<file path="src/rtl/aud_fifo_pkg.sv">
`timescale 1ns/1ps
package aud_fifo_pkg;
  typedef enum logic [3:0] {
    A_CTRL = 4'd0,
    A_CSET = 4'd1,
    A_CCLR = 4'd2,
    A_THR  = 4'd3,
    A_SMPL = 4'd4,
    A_SMPR = 4'd5,
    A_TXLV = 4'd6,
    A_RXLV = 4'd7,
    A_ISTA = 4'd8,
    A_IMSK = 4'd9
  } aud_addr_e;

  localparam int CTL_W    = 6;
  localparam int CTL_TXEN = 0;
  localparam int CTL_RXEN = 1;
  localparam int CTL_TXFL = 2;
  localparam int CTL_RXFL = 3;
  localparam int CTL_TXIE = 4;
  localparam int CTL_RXIE = 5;

  localparam int NSRC     = 4;
  localparam int IS_RXTH  = 0;
  localparam int IS_TXTH  = 1;
  localparam int IS_RXOV  = 2;
  localparam int IS_TXUN  = 3;
endpackage

</file>
<file path="src/rtl/aud_chan_fifo.sv">
`timescale 1ns/1ps
module aud_chan_fifo #(
  parameter int DW    = 24,
  parameter int DEPTH = 16
) (
  input  logic                         clk_i,
  input  logic                         rst_ni,
  input  logic                         flush_i,
  input  logic                         push_i,
  input  logic [DW-1:0]                data_i,
  input  logic                         pop_i,
  output logic [DW-1:0]                data_o,
  output logic [$clog2(DEPTH+1)-1:0]   level_o,
  output logic                         full_o,
  output logic                         empty_o
);
  localparam int AW = (DEPTH > 1) ? $clog2(DEPTH) : 1;
  localparam int LW = $clog2(DEPTH+1);

  logic [DW-1:0] mem_q [DEPTH];
  logic [AW-1:0] wr_ptr_q, rd_ptr_q;
  logic [LW-1:0] cnt_q;
  logic          do_push, do_pop;

  assign full_o  = (cnt_q == LW'(DEPTH));
  assign empty_o = (cnt_q == '0);
  assign do_push = push_i & ~full_o & ~flush_i;
  assign do_pop  = pop_i & ~empty_o & ~flush_i;
  assign data_o  = empty_o ? '0 : mem_q[rd_ptr_q];
  assign level_o = cnt_q;

  function automatic logic [AW-1:0] ptr_inc(input logic [AW-1:0] p);
    return (p == AW'(DEPTH-1)) ? '0 : p + AW'(1);
  endfunction

  always_ff @(posedge clk_i) begin
    if (do_push) mem_q[wr_ptr_q] <= data_i;
  end

  always_ff @(posedge clk_i or negedge rst_ni) begin
    if (!rst_ni) begin
      wr_ptr_q <= '0;
      rd_ptr_q <= '0;
      cnt_q    <= '0;
    end else if (flush_i) begin
      wr_ptr_q <= '0;
      rd_ptr_q <= '0;
      cnt_q    <= '0;
    end else begin
      if (do_push) wr_ptr_q <= ptr_inc(wr_ptr_q);
      if (do_pop)  rd_ptr_q <= ptr_inc(rd_ptr_q);
      case ({do_push, do_pop})
        2'b10:   cnt_q <= cnt_q + LW'(1);
        2'b01:   cnt_q <= cnt_q - LW'(1);
        default: cnt_q <= cnt_q;
      endcase
    end
  end


  level_bound_chk: assert property (@(posedge clk_i) disable iff (!rst_ni)
    level_o <= LW'(DEPTH));

  full_hold_chk: assert property (@(posedge clk_i) disable iff (!rst_ni)
    (push_i && full_o && !pop_i && !flush_i) |=> $stable(level_o));

  flush_empty_chk: assert property (@(posedge clk_i) disable iff (!rst_ni)
    flush_i |=> (level_o == '0));
endmodule

</file>
<file path="src/rtl/aud_irq_ctrl.sv">
`timescale 1ns/1ps
module aud_irq_ctrl #(
  parameter int NS = 4
) (
  input  logic          clk_i,
  input  logic          rst_ni,
  input  logic [NS-1:0] set_i,
  input  logic [NS-1:0] clr_i,
  input  logic [NS-1:0] mask_i,
  input  logic [NS-1:0] en_i,
  output logic [NS-1:0] stat_o,
  output logic          irq_o
);
  logic [NS-1:0] stat_q;

  // a live condition outranks a clear in the same cycle
  always_ff @(posedge clk_i or negedge rst_ni) begin
    if (!rst_ni) stat_q <= '0;
    else         stat_q <= (stat_q & ~clr_i) | set_i;
  end

  assign stat_o = stat_q;
  assign irq_o  = |(stat_q & ~mask_i & en_i);


  clr_takes_chk: assert property (@(posedge clk_i) disable iff (!rst_ni)
    (|(clr_i & ~set_i)) |=> ((stat_o & $past(clr_i & ~set_i)) == '0));

  set_takes_chk: assert property (@(posedge clk_i) disable iff (!rst_ni)
    (|set_i) |=> ((stat_o & $past(set_i)) == $past(set_i)));

  all_masked_chk: assert property (@(posedge clk_i) disable iff (!rst_ni)
    (&mask_i) |-> !irq_o);
endmodule

</file>
<file path="src/rtl/aud_fifo_irq.sv">
`timescale 1ns/1ps
module aud_fifo_irq
  import aud_fifo_pkg::*;
#(
  parameter int DW    = 24,
  parameter int DEPTH = 16,
  parameter int CW    = 8
) (
  input  logic          clk_i,
  input  logic          rst_ni,
  input  logic          reg_we_i,
  input  logic          reg_re_i,
  input  logic [3:0]    reg_addr_i,
  input  logic [31:0]   reg_wdata_i,
  output logic [31:0]   reg_rdata_o,
  output logic          tx_en_o,
  output logic          rx_en_o,
  input  logic [1:0]    tx_pop_i,
  output logic [1:0]    tx_valid_o,
  output logic [DW-1:0] tx_left_o,
  output logic [DW-1:0] tx_right_o,
  input  logic [1:0]    rx_push_i,
  input  logic [DW-1:0] rx_left_i,
  input  logic [DW-1:0] rx_right_i,
  output logic          irq_o
);
  localparam int LW = $clog2(DEPTH+1);

  logic [CTL_W-1:0] ctrl_q;
  logic [CW-1:0]    tx_thr_q, rx_thr_q;
  logic [NSRC-1:0]  mask_q, stat, set_v, clr_v, en_v;
  logic             tx_en, rx_en, tx_fl, rx_fl;

  logic [DW-1:0]    tx_dat [2];
  logic [DW-1:0]    rx_dat [2];
  logic [LW-1:0]    tx_lvl_raw [2];
  logic [LW-1:0]    rx_lvl_raw [2];
  logic [CW-1:0]    tx_lvl [2];
  logic [CW-1:0]    rx_lvl [2];
  logic [1:0]       tx_full, tx_empty, rx_full, rx_empty;

  assign tx_en = ctrl_q[CTL_TXEN];
  assign rx_en = ctrl_q[CTL_RXEN];
  assign tx_fl = ctrl_q[CTL_TXFL];
  assign rx_fl = ctrl_q[CTL_RXFL];
  assign tx_en_o = tx_en;
  assign rx_en_o = rx_en;

  function automatic logic wr_at(input aud_addr_e a);
    return reg_we_i && (reg_addr_i == a);
  endfunction

  always_ff @(posedge clk_i or negedge rst_ni) begin
    if (!rst_ni) begin
      ctrl_q   <= '0;
      tx_thr_q <= CW'(8);
      rx_thr_q <= CW'(8);
      mask_q   <= '0;
    end else begin
      if (wr_at(A_CSET))      ctrl_q <= ctrl_q | reg_wdata_i[CTL_W-1:0];
      else if (wr_at(A_CCLR)) ctrl_q <= ctrl_q & ~reg_wdata_i[CTL_W-1:0];
      if (wr_at(A_THR)) begin
        tx_thr_q <= reg_wdata_i[CW-1:0];
        rx_thr_q <= reg_wdata_i[2*CW-1:CW];
      end
      if (wr_at(A_IMSK)) mask_q <= reg_wdata_i[NSRC-1:0];
    end
  end

  for (genvar c = 0; c < 2; c++) begin : g_ch
    localparam aud_addr_e SA = (c == 0) ? A_SMPL : A_SMPR;

    aud_chan_fifo #(.DW(DW), .DEPTH(DEPTH)) u_tx (
      .clk_i   (clk_i),
      .rst_ni  (rst_ni),
      .flush_i (tx_fl),
      .push_i  (wr_at(SA)),
      .data_i  (reg_wdata_i[DW-1:0]),
      .pop_i   (tx_pop_i[c] & tx_en),
      .data_o  (tx_dat[c]),
      .level_o (tx_lvl_raw[c]),
      .full_o  (tx_full[c]),
      .empty_o (tx_empty[c])
    );

    aud_chan_fifo #(.DW(DW), .DEPTH(DEPTH)) u_rx (
      .clk_i   (clk_i),
      .rst_ni  (rst_ni),
      .flush_i (rx_fl),
      .push_i  (rx_push_i[c] & rx_en),
      .data_i  ((c == 0) ? rx_left_i : rx_right_i),
      .pop_i   (reg_re_i && (reg_addr_i == SA)),
      .data_o  (rx_dat[c]),
      .level_o (rx_lvl_raw[c]),
      .full_o  (rx_full[c]),
      .empty_o (rx_empty[c])
    );

    assign tx_lvl[c] = CW'(tx_lvl_raw[c]);
    assign rx_lvl[c] = CW'(rx_lvl_raw[c]);
  end

  if (DW < 32) begin : g_pad
    logic unused_hi;
    assign unused_hi = ^reg_wdata_i[31:DW];
  end
  logic unused_flags;
  assign unused_flags = ^{tx_full, rx_empty};

  assign tx_valid_o = ~tx_empty;
  assign tx_left_o  = tx_dat[0];
  assign tx_right_o = tx_dat[1];

  always_comb begin
    set_v = '0;
    set_v[IS_RXTH] = rx_en & ((rx_lvl[0] >= rx_thr_q) | (rx_lvl[1] >= rx_thr_q));
    set_v[IS_TXTH] = tx_en & ((tx_lvl[0] <= tx_thr_q) | (tx_lvl[1] <= tx_thr_q));
    set_v[IS_RXOV] = rx_en & ~rx_fl & |(rx_push_i & rx_full);
    set_v[IS_TXUN] = tx_en & ~tx_fl & |(tx_pop_i & tx_empty);
    en_v = '0;
    en_v[IS_RXTH] = ctrl_q[CTL_RXIE];
    en_v[IS_RXOV] = ctrl_q[CTL_RXIE];
    en_v[IS_TXTH] = ctrl_q[CTL_TXIE];
    en_v[IS_TXUN] = ctrl_q[CTL_TXIE];
  end

  assign clr_v = wr_at(A_ISTA) ? reg_wdata_i[NSRC-1:0] : '0;

  aud_irq_ctrl #(.NS(NSRC)) u_irq (
    .clk_i  (clk_i),
    .rst_ni (rst_ni),
    .set_i  (set_v),
    .clr_i  (clr_v),
    .mask_i (mask_q),
    .en_i   (en_v),
    .stat_o (stat),
    .irq_o  (irq_o)
  );

  always_comb begin
    reg_rdata_o = '0;
    case (reg_addr_i)
      A_CTRL: reg_rdata_o[CTL_W-1:0]  = ctrl_q;
      A_THR:  reg_rdata_o[2*CW-1:0]   = {rx_thr_q, tx_thr_q};
      A_SMPL: reg_rdata_o[DW-1:0]     = rx_dat[0];
      A_SMPR: reg_rdata_o[DW-1:0]     = rx_dat[1];
      A_TXLV: reg_rdata_o[2*CW-1:0]   = {tx_lvl[1], tx_lvl[0]};
      A_RXLV: reg_rdata_o[2*CW-1:0]   = {rx_lvl[1], rx_lvl[0]};
      A_ISTA: reg_rdata_o[NSRC-1:0]   = stat;
      A_IMSK: reg_rdata_o[NSRC-1:0]   = mask_q;
      default: reg_rdata_o = '0;
    endcase
  end


  ctrl_set_chk: assert property (@(posedge clk_i) disable iff (!rst_ni)
    (reg_we_i && reg_addr_i == A_CSET) |=>
      ((ctrl_q & $past(reg_wdata_i[CTL_W-1:0])) == $past(reg_wdata_i[CTL_W-1:0])));

  ctrl_clr_chk: assert property (@(posedge clk_i) disable iff (!rst_ni)
    (reg_we_i && reg_addr_i == A_CCLR) |=>
      ((ctrl_q & $past(reg_wdata_i[CTL_W-1:0])) == '0));

  rx_ovf_flag_chk: assert property (@(posedge clk_i) disable iff (!rst_ni)
    (rx_en && !rx_fl && rx_push_i[0] && rx_full[0]) |=> stat[IS_RXOV]);
endmodule

</file>
<file path="config.mk">
export PLATFORM = sky130hd
export DESIGN_NAME = aud_fifo_irq
export DESIGN_NICKNAME = d
export VERILOG_FILES = /design/src/rtl/aud_fifo_pkg.sv /design/src/rtl/aud_chan_fifo.sv /design/src/rtl/aud_irq_ctrl.sv /design/src/rtl/aud_fifo_irq.sv
export SDC_FILE = /design/constraint.sdc
export NUM_CORES = 2
export LEC_CHECK = 0
export BUFFER_PORTS_ARGS = -buffer_cell sky130_fd_sc_hd__buf_2
export CAP_MARGIN = 40
export CORE_ASPECT_RATIO = 0.9
export CORE_UTILIZATION = 30
export CTS_BUF_LIST = sky130_fd_sc_hd__clkbuf_16
export CTS_CLUSTER_SIZE = 24
export DETAILED_ROUTE_END_ITERATION = 10
export GPL_TIMING_DRIVEN = 0
export MAX_ROUTING_LAYER = met4
export PLACE_DENSITY = 0.53
export SETUP_SLACK_MARGIN = 0.5
export SKIP_LAST_GASP = 1
export SLEW_MARGIN = 20
export SYNTH_ARGS = -nofsm -noshare
export SYNTH_HDL_FRONTEND = slang
export SYNTH_HIERARCHICAL = 1
export SYNTH_SLANG_ARGS = --single-unit
export TNS_END_PERCENT = 100
</file>
<file path="constraint.sdc">
create_clock -name clk_i -period 3.5 [get_ports clk_i]
set_input_delay 0.7 -clock clk_i [delete_from_list [all_inputs] [get_ports clk_i]]
set_output_delay 0.7 -clock clk_i [all_outputs]
set_load 0.03 [all_outputs]
</file>
==> run metrics <==
initial antenna violation count=33; DR WL/cell=25.5 um; kind of critical path=flop to output pin; Crit-path slowest cell=mux4_2; Startpoint Class=flop; Worst Tran Pin Value=0.820 ns; die height=between 400 and 500 um; number of nets with antenna violations after routing=0; GRT Resource Usage Total=0.160; Setup Viol. Count Final=24; crit share post-route=1.14; Nets=slightly below 4,000; DR iter-0 viols=3,040; DIE WIDTH=491 um; TritonCTS Buffers=159; routed via count=approximately 33,000; CP Capture Type=output pin; CP Data Required Time=approximately 2.8 ns; PnR worst setup slack=-0.484 ns; slew margin rel.=0.453; CP Max Fanout=6; fraction of final layout cells with drive strength greater than 1=0.409; vias in the first global route=33,000; Clock Sinks=1,618; Synthesis Warnings=6; final hold violations=0; Final Cell Area=82,400 sq um; RD Place Congestion=0.797; failing checks=DRC, setup timing; Rows=161; first-pass GRT wire length=245 mm; Clk Latency, worst-skew pair=0.80 ns; total gr overflow=0; first drt pass iteration count=10; clk buf depth=3; Pleak=26.2 nW; final wirelength=between 150 and 200 mm; Placed Area=71,700 sq um; Hold WS=0.277 ns; drt drc=40; RSZ-0062 raised after global routing=true; maximum vdd drop=between 0.4 and 0.5 mV; Slowest Stage Delay on Critical Path=0.55 ns; CP Cell Sequence=clkbuf_16, buf_12, mux4_2, mux2i_4, o22ai_4, a22oi_2, nand3_4, buf_6; vias per cell=4.92; cell area after synthesis=between 60,000 and 70,000 sq um; starting density of the core=0.302; DP Wirelength=112 mm; fill count=19,300; register-to-register setup slack=0.61 ns; Power Dens Cells=526 nW/um^2; largest net degree at the start of global routing=71; full die area=217,000 sq um; crit path DAT=around 3.3 ns; Setup WS pre-CTS=-0.925 ns; Syn Inst Count=3,102; maxcap violations=0; Slew Viols, Final=0; CTS root buf=clkbuf_16; Core Area=214,000 sq um; Tmin final=3.98 ns; clock skew=0.0231 ns; CTS tree=done; # port buffers=160; status=finished, violations left; R2R depth=10; Max Clk Rate=around 0.25 GHz; I/O Pins=177; worst hold stages=1; Area growth, synth to finish=27.6%; H-tree depth=4; synthesized area per cell=20.8 sq um; worst min-delay path class=primary input to flop; Clock transition at path regs=0.06 ns
==> metrics by stage <==
step | util | total power [mW] | instances | TNS [ns]
after floorplan | - | 24.3 | 3109 | 0
after global placement | 0.325 | 25.8 | 6121 | -1158.03
after detailed placement | 0.335 | 25.9 | 6224 | -89.11
after CTS | 0.378 | 43.4 | 6622 | -10.78
after global routing | 0.385 | 44.8 | 6713 | -11.27
final | 0.385 | 43.4 | 6715 | -8.44
==> report_power, final <==
group / switching [mW] / total [mW] / internal, mW
sequential: 0.233 / 21.7 / 21.4
combinational: 2.91 / 5.48 / 2.58
clock: 7.29 / 16.2 / 8.96
total: 10.4 / 43.4 / 32.9
==> path summary, 6_finish.rpt <==
path / start / end
max: g_ch[1].u_rx/rd_ptr_q[0] / reg_rdata_o[11]
min: rx_left_i[14] / g_ch[0].u_rx/mem_q[8][14]
max reg2reg: flop / g_ch[0].u_rx/level_o[4]
min reg2reg: u_irq/stat_o[0] / u_irq/stat_o[0]
max in group asynchronous: rst_ni / rx_thr_q[3]
min in group asynchronous: rst_ni / g_ch[0].u_tx/rd_ptr_q[3]
==> critical path, delay by kind of cell (launching register included) <==
| family | cells | cell delay, ns |
|---|---|---|
| mux | 2 | 0.78 |
| compound gates | 2 | 0.59 |
| buf+inv | 3 | 0.52 |
| flops | 1 | 0.43 |
| simple gates | 1 | 0.16 |
==> cell usage in the layout, fill, tap and decap left out, types with 33 or more instances in the layout <==
cell / count
nor2_1: 50
nand2_1: 57
nor2_4: 50
inv_1: 72
mux4_2: 384
mux2i_4: 69
ha_1: 46
clkinv_1: 35
dfrtp_1: 60
buf_2: 106
edfxtp_1: 1536
buf_12: 88
o22ai_2: 35
o22ai_1: 33
buf_16: 56
mux2i_1: 108
buf_4: 148
a21oi_1: 37
buf_8: 47
buf_6: 128
clkbuf_16: 173
mux2i_2: 39
==> layer usage <==
metal	wire length [um]	global-route usage	vias to the layer above
met5	0	-	-
met3	9100	0.0262	218
met2	84000	0.257	930
met1	74900	0.214	17700
met4	3070	0.0342	0
li1	-	-	14200
==> state kept, by name, summed over array words and instances, names as in the netlist, named ones only <==
| register | flops |
|---|---|
| g_ch.u_tx/level_o | 10 |
| mask_q | 4 |
| g_ch.u_rx/wr_ptr_q | 8 |
| g_ch.u_rx/rd_ptr_q | 8 |
| g_ch.u_tx/mem_q | 768 |
| g_ch.u_rx/level_o | 10 |
| g_ch.u_rx/mem_q | 768 |
| rx_thr_q | 8 |
| u_irq/stat_o | 4 |
| g_ch.u_tx/wr_ptr_q | 8 |
| tx_thr_q | 8 |
| g_ch.u_tx/rd_ptr_q | 8 |
==> layout make-up <==
class                   count  area (sq um)  share of cell area
diodes                      8          20.0            0.000243
plain buffers             175          2010              0.0244
clock buffers             163          4080              0.0495
clock inverters           120           806             0.00978
inverters                  32           124             0.00150
multi-input cells        1284         18000               0.218
flip-flops and latches   1618         48200               0.585
well taps                2852          3570              0.0433
repair buffers            463          5650              0.0685
==> what timing repair did <==
| item | 4_1_cts | 5_1_grt |
|---|---|---|
| hold buffers | 1 | 0 |
| resized for setup | 737 | 156 |
| setup endpoints to repair | 448 | 441 |
| buffers inserted | 102 | 81 |
| pin swaps | 95 | 72 |
| hold endpoints to repair | 12 | 0 |
| gates cloned | 12 | 3 |
Note: power is estimated with default switching activity, not from simulation.
